<file path="src/rtl/irq_prio_ctrl.sv">
module irq_prio_ctrl #(
  parameter int NSRC = 8,
  parameter int NCORE = 3,
  parameter int AW = 16,
  parameter logic [AW-1:0] VEC_HI = 'h0008,
  parameter logic [AW-1:0] VEC_LO = 'h0018
) (
  input  logic            clk,
  input  logic            rst_n,
  input  logic            mode_we,
  input  logic            mode_wd,
  input  logic            ghi_we,
  input  logic            ghi_wd,
  input  logic            glo_we,
  input  logic            glo_wd,
  input  logic            en_we,
  input  logic [NSRC-1:0] en_wd,
  input  logic            pri_we,
  input  logic [NSRC-1:0] pri_wd,
  input  logic [NSRC-1:0] flag_clr,
  input  logic [NSRC-1:0] src_set,
  input  logic            irq_ack,
  output logic            irq,
  output logic [AW-1:0]   vector,
  output logic            two_level,
  output logic            gie_hi,
  output logic            gie_lo,
  output logic [NSRC-1:0] flags,
  output logic [NSRC-1:0] enables,
  output logic [NSRC-1:0] prios
);

  logic [NSRC-1:0] core_mask;
  for (genvar i = 0; i < NSRC; i++) begin : g_core
    assign core_mask[i] = (i < NCORE);
  end

  logic [NSRC-1:0] req;
  logic core_req, per_req, hi_req, lo_req, fire_hi, fire_lo, take;

  assign req      = flags & enables;
  assign core_req = |(req & core_mask);
  assign per_req  = |(req & ~core_mask);
  assign hi_req   = |(req & prios);
  assign lo_req   = |(req & ~prios);

  assign fire_hi = two_level ? (gie_hi & hi_req)
                             : (gie_hi & (core_req | (gie_lo & per_req)));
  assign fire_lo = two_level & gie_hi & gie_lo & lo_req;

  assign irq    = fire_hi | fire_lo;
  assign vector = fire_hi ? VEC_HI : (fire_lo ? VEC_LO : '0);
  assign take   = irq_ack & irq;

  always_ff @(posedge clk) begin
    if (!rst_n) begin
      two_level <= 1'b0;
      gie_hi    <= 1'b0;
      gie_lo    <= 1'b0;
      flags     <= '0;
      enables   <= '0;
      prios     <= '0;
    end else begin
      if (mode_we) two_level <= mode_wd;
      if (take && fire_hi)    gie_hi <= 1'b0;
      else if (ghi_we)        gie_hi <= ghi_wd;
      if (take && !fire_hi)   gie_lo <= 1'b0;
      else if (glo_we)        gie_lo <= glo_wd;
      if (en_we)  enables <= en_wd;
      if (pri_we) prios   <= pri_wd;
      flags <= src_set | (flags & ~flag_clr);
    end
  end

  // a set pulse always lands, even against a clear
  a_r2_set_wins: assert property (@(posedge clk) disable iff (!rst_n)
    (|src_set) |=> ((flags & $past(src_set)) == $past(src_set)));

  // main enable off silences everything
  a_r5_hi_gate: assert property (@(posedge clk) disable iff (!rst_n)
    !gie_hi |-> !irq);

  // low vector only in two-level mode with the secondary enable on
  a_r7_lo_vec: assert property (@(posedge clk) disable iff (!rst_n)
    (irq && vector == VEC_LO) |-> (two_level && gie_lo));

  // acknowledge of a high/legacy interrupt drops the main enable
  a_r9_ack_hi: assert property (@(posedge clk) disable iff (!rst_n)
    (irq_ack && irq && vector == VEC_HI) |=> !gie_hi);

  // acknowledge of a low interrupt drops only the secondary enable
  a_r9_ack_lo: assert property (@(posedge clk) disable iff (!rst_n)
    (irq_ack && irq && vector == VEC_LO && !ghi_we) |=> (!gie_lo && gie_hi));

  // acknowledge with nothing pending leaves the main enable alone
  a_r10_idle_ack: assert property (@(posedge clk) disable iff (!rst_n)
    (irq_ack && !irq && !ghi_we) |=> (gie_hi == $past(gie_hi)));

endmodule

</file>
<file path="config.mk">
export PLATFORM = sky130hd
export DESIGN_NAME = irq_prio_ctrl
export DESIGN_NICKNAME = d
export VERILOG_FILES = /design/src/rtl/irq_prio_ctrl.sv
export SDC_FILE = /design/constraint.sdc
export NUM_CORES = 1
export LEC_CHECK = 0
export BUFFER_PORTS_ARGS = -buffer_cell sky130_fd_sc_hd__buf_2
export CAP_MARGIN = 20
export CORE_MARGIN = 1.5
export CORE_UTILIZATION = 44
export DETAILED_ROUTE_END_ITERATION = 16
export GPL_TIMING_DRIVEN = 0
export PLACE_DENSITY = 0.95
export SLEW_MARGIN = 20
export SYNTH_ARGS = -nofsm -noshare
export SYNTH_HDL_FRONTEND = slang
export SYNTH_SLANG_ARGS = --single-unit
</file>
<file path="constraint.sdc">
create_clock -name clk -period 3.4 [get_ports clk]
set_input_delay 0.68 -clock clk [delete_from_list [all_inputs] [get_ports clk]]
set_output_delay 0.68 -clock clk [all_outputs]
set_load 0.005 [all_outputs]
</file>
== Word-level counts from Yosys, hierarchy flattened ==
Index checks and enable logic that the tools add are counted.

* Muxes and demuxes: 3
* Bitwise logic cells: 17
* Reduce and logical (&&, ||, !) cells: 9

{| class="wikitable"
|+ Operators by type and width
! cell !! number
|-
| bitwise AND 8 bit || 4
|-
| NOT 8 bit || 2
|-
| OR reduction 8 bit || 2
|-
| 2-to-1 mux 5 bit || 2
|-
| bitwise OR 8 bit || 1
|-
| bitwise AND 1 bit || 7
|-
| OR reduction 5 bit || 1
|-
| OR reduction 2 bit || 2
|-
| OR reduction 3 bit || 1
|-
| logical AND 1 bit || 2
|-
| bitwise OR 1 bit || 2
|-
| logical NOT 1 bit || 1
|-
| 2-to-1 mux 1 bit || 1
|-
| NOT 1 bit || 1
|}

* Register bits: 27
* Bits of input ports: 43
* Output and inout bits: 44

== Depth between registers and ports, before layout ==
* Depth in word-level cells: 10
* Depth in mapped cells: 6

== Worst setup path after synthesis ==
OpenSTA, ideal clock, no wires.

* Path type: reg2out
* Start point: register flags[2]
* End point: output port vector[3]
* Data arrival time: 1.441 ns
* Data required time: 2.720 ns
* Setup slack: 1.279 ns
* Cell stages (with the launch flop): 7
* Cell sequence: dfxtp_1 -> nand2_2 -> o22ai_1 -> or4_1 -> nand4_1 -> a21bo_1 -> buf_4

* Word-level cells in the longest chain between the ends: 6
* Elaborated cells between the ends (all ways): 13
* Those cells by class: mux (3); bitwise (7); reduce/logical (3)

{| class="wikitable"
|+ Ends and longest elaborated chain
! what !! line !! RTL
|-
| start: declaration || 28 || <nowiki>output logic [NSRC-1:0] flags,</nowiki>
|-
| start signal: assignment || 71 || <nowiki>flags <= src_set | (flags & ~flag_clr);</nowiki>
|-
| bitwise AND 8 bit * || 41 || <nowiki>assign req = flags & enables;</nowiki>
|-
| bitwise AND 8 bit, or another cell as far along || 45 || <nowiki>assign lo_req = |(req & ~prios);</nowiki>
|-
| OR reduction 8 bit, or another cell as far along || 45 ||
|-
| bitwise AND 1 bit, on equally long branches || 49, 47, 48 ||
|-
| 2-to-1 mux 5 bit or 2-to-1 mux 1 bit (tied branches) || 52, 47 ||
|-
| 2-to-1 mux 5 bit * || 52 || <nowiki>assign vector = fire_hi ? VEC_HI : (fire_lo ? VEC_LO : '0);</nowiki>
|-
| end: declaration || 24 || <nowiki>output logic [AW-1:0] vector,</nowiki>
|}

Every way passes the cells marked *; elsewhere a longest branch is shown, timed or not.

== Worst setup path after layout ==
* Start point: register flags[7]
* End point: output port vector[3]

* Word-level cells in the longest chain between the ends: 7
* Elaborated cells between the ends (all ways): 14
* Those cells by class: mux (3); bitwise (8); reduce/logical (3)

{| class="wikitable"
|+ Ends and longest elaborated chain
! what !! line !! RTL
|-
| bitwise AND 8 bit * || 41 ||
|-
| OR reduction 5 bit || 43 || <nowiki>assign per_req = |(req & ~core_mask);</nowiki>
|-
| bitwise AND 1 bit || 48 || <nowiki>: (gie_hi & (core_req | (gie_lo & per_req)));</nowiki>
|-
| bitwise OR 1 bit || 48 ||
|-
| bitwise AND 1 bit || 48 ||
|-
| 2-to-1 mux 1 bit || 47 || <nowiki>assign fire_hi = two_level ? (gie_hi & hi_req)</nowiki>
|-
| 2-to-1 mux 5 bit * || 52 ||
|}

Marks and branches as above.

==> impl_metrics.sql <==
INSERT INTO impl_metrics (metric_group, metric, value, unit) VALUES
('power_and_ir_drop', 'ir_worst_vdd', '0.3387', 'mV'),
('grt', 'grt_pass1_wl', '4533', 'um'),
('timing', 'setup_slack', '0.7444', 'ns'),
('worst_setup_path', 'crit_type', 'reg -> out', ''),
('grt', 'vias_in_the_first_global_route', '1063', ''),
('yosys', 'synth.avg_cell_area', '9.528', 'um2'),
('clocking', 'cts_made_buffers', '3', ''),
('clocking', 'tritoncts', 'done', ''),
('worst_setup_path', 'crit_start_category', 'flip-flop', ''),
('clocking', 'cts_buffer_depth', '2', ''),
('worst_setup_path', 'timing.critical_path.arrival', '1.98', 'ns'),
('clocking', 'cts.reportedPaths.clkPinSlew', '0.14', 'ns'),
('clocking', 'holdBufCountCts', '0', ''),
('yosys', 'synth_top_cell_area_share', '0.4202', ''),
('layout', 'footprint_of_the_multi_input_gates', '659.4', 'um2'),
('die', 'ios', '87', ''),
('yosys', 'synth.distinct_cells', '25', ''),
('yosys', 'yosysWarningCount', '0', ''),
('layout', 'synthesis_to_finish_area_growth', '35.80', '%'),
('routing', 'ant_nets', '0', ''),
('layout', 'layout.nets', '265', ''),
('yosys', 'synth.area.top_cells', 'sky130_fd_sc_hd__dfxtp_1, sky130_fd_sc_hd__mux2i_1, sky130_fd_sc_hd__nor2b_1', ''),
('timing', 'share_of_the_cycle_needed_by_the_critical_path_after_routing', '0.7811', ''),
('clocking', 'htree_num_levels', '1', ''),
('clocking', 'cts.sink_count', '27', ''),
('yosys', 'synth_seq_cells', '27', ''),
('yosys', 'syn_area', '0.001286', 'mm2'),
('yosys', 'postSynthCellCount', '135', ''),
('min_path', 'timing.hold.worst.class', 'in -> reg', ''),
('routing', 'drt_first_iter_violations', '14', ''),
('grt', 'grt_max_degree', '16', ''),
('clocking', 'insertion_delay', '0.33', 'ns'),
('power_and_ir_drop', 'part_of_the_total_power_dissipated_in_the_clock_network', '0.225', ''),
('timing', 'min_period', '2.656', 'ns'),
('routing', 'detail_route.first_pass.iterations', '4', ''),
('run', 'maxCapViolations', '0', ''),
('die', 'die_w', '57.07', 'um'),
('timing', 'final-setup-viol-count', '0', ''),
('clocking', 'clk_root_buffer_cell', 'sky130_fd_sc_hd__clkbuf_4', ''),
('layout', 'fraction_of_layout_instances_using_a_drive_strength_above_1', '0.4118', ''),
('die', 'floorplan.initialDensity', '0.4664', ''),
('placement', 'dpl_cell_area', '0.001719', 'mm2'),
('placement', 'placed_cells_incl_taps', '248', ''),
('timing', 'fin_skew', '0.002017', 'ns'),
('routing', 'drt-wirelength-per-cell', '11.46', 'um'),
('grt', 'grt_overflow', '0', ''),
('yosys', 'synth_top_area_cell', 'sky130_fd_sc_hd__dfxtp_1', ''),
('timing', 'worstMarginPinSlew', '0.6074', 'ns'),
('placement', 'portbufs', '69', ''),
('yosys', 'synth_seq_area_share', '0.4202', ''),
('power_and_ir_drop', 'power.share.sequential', '0.585', ''),
('routing', 'num_vias', '1193', ''),
('worst_setup_path', 'critical_path.max_fanout', '4', ''),
('die', 'chipHeight', '57.07', 'um'),
('layout', 'register_area', '540.5', 'um2'),
('layout', 'num_antenna_cells', '0', ''),
('timing', 'slew_headroom', '0.5951', ''),
('layout', 'num-fill-cells', '243', ''),
('die', 'fp.dieArea', '0.003256', 'mm2'),
('die', 'core_area', '0.002758', 'mm2'),
('timing', 'final_hold_viol_count', '0', ''),
('layout', 'fin_area', '0.001747', 'mm2'),
('die', 'num_rows', '19', ''),
('routing', 'vias_per_cell', '4.734', ''),
('worst_setup_path', 'crit_path_end_kind', 'output pin', ''),
('placement', 'routabilityCongestion', '0.8346', ''),
('worst_setup_path', 'worst-endpoint-required', '2.72', 'ns'),
('outcome', 'outcome', 'finished clean', ''),
('routing', 'detail_route.drc_violations', '0', ''),
('power_and_ir_drop', 'power_per_cell_area', '350.0', 'mW/mm2'),
('layout', 'final_std_cells_w_o_fill', '252', '');
[metrics by stage]
stage / power, mW / hold WS (ns)
floorplan: 0.4265 / 0.4912
global placement: 0.4775 / 0.4943
detailed placement: 0.4812 / 0.5166
CTS: 0.6148 / 0.5370
global route: 0.6418 / 0.5271
finish: 0.6113 / 0.5366
[synth_stat cells, drive strengths merged]
library cell  number
o211ai             1
o21a               8
a31oi              2
buf               15
a22oi              1
inv                1
clkbuf             5
a311oi             1
o22ai              4
or4                1
mux2               1
nand2b             1
nand4              3
nand3              7
mux2i             17
a21oi              2
a21bo              1
nand4b             1
nor2b             25
nand2              9
o311a              1
conb               1
dfxtp             27
[worst max-delay path, stage by stage (launching register included)]
cell	delay [ns]
sky130_fd_sc_hd__dfxtp_1	0.38
sky130_fd_sc_hd__nand2_2	0.09
sky130_fd_sc_hd__o22ai_1	0.07
sky130_fd_sc_hd__or4_1	0.52
sky130_fd_sc_hd__nand4_1	0.13
sky130_fd_sc_hd__a21bo_1	0.23
sky130_fd_sc_hd__buf_4	0.12
sky130_fd_sc_hd__buf_2	0.11
[logic make-up after synthesis]
kind of cell,count (synthesis),share of synthesized area
and+or+nand+nor,47,0.2130
AOI/OAI and AO/OA,21,0.1177
other,1,0.002915
DFF,27,0.4202
muxes,18,0.1410
buffers and inverters,21,0.1051
[power groups by stage]
stage | clock network (mW) | logic, mW | registers (mW)
floorplan | 0 | 0.0639 | 0.363
global placement | 0 | 0.114 | 0.364
detailed placement | 0 | 0.116 | 0.365
CTS | 0.140 | 0.117 | 0.358
global route | 0.153 | 0.128 | 0.361
finish | 0.138 | 0.116 | 0.358
[cells in the final DEF (no fill, tap or decap), types with 2 or more instances in the layout]
cell	n
sky130_fd_sc_hd__clkbuf_1	5
sky130_fd_sc_hd__nor2b_1	24
sky130_fd_sc_hd__buf_4	15
sky130_fd_sc_hd__nand4_1	3
sky130_fd_sc_hd__clkbuf_4	3
sky130_fd_sc_hd__o22ai_1	4
sky130_fd_sc_hd__nand3_1	7
sky130_fd_sc_hd__nand2_1	7
sky130_fd_sc_hd__a31oi_1	2
sky130_fd_sc_hd__buf_2	69
sky130_fd_sc_hd__nand2_2	2
sky130_fd_sc_hd__conb_1	14
sky130_fd_sc_hd__dfxtp_1	27
sky130_fd_sc_hd__mux2i_1	17
sky130_fd_sc_hd__o21a_1	8
sky130_fd_sc_hd__a21oi_1	2
[path summary, 6_finish.rpt]
check        startpoint        end  slack, ns  cells past startpoint
min reg2reg      gie_hi     gie_hi       0.54                      1
min             irq_ack     gie_hi       0.54                      2
max            flags[7]  vector[3]       0.74                      7
max reg2reg    flags[4]     gie_lo       1.98                      5
[flip-flops by register name, summed over array words and instances (netlist names)]
name,cells
enables,8
gie_hi,1
two_level,1
flags,8
gie_lo,1
prios,8
[metal layers]
metal	global-route usage	up-vias	routed length, um
li1	-	616	-
met5	0	-	0
met2	0.3120	54	1373
met3	0.04308	6	210
met1	0.2139	517	1249
met4	0.06312	0	55
[final cells by class]
type,count,area share
Clock buffer,3,0.01289
Tap cell,31,0.02221
Inverter,1,0.002149
Timing Repair Buffer,69,0.1977
Multi-Input combinational cell,100,0.3775
Clock inverter,1,0.002865
Buffer,20,0.07521
Sequential cell,27,0.3095
No activity file was read; power rests on OpenSTA's default activity.
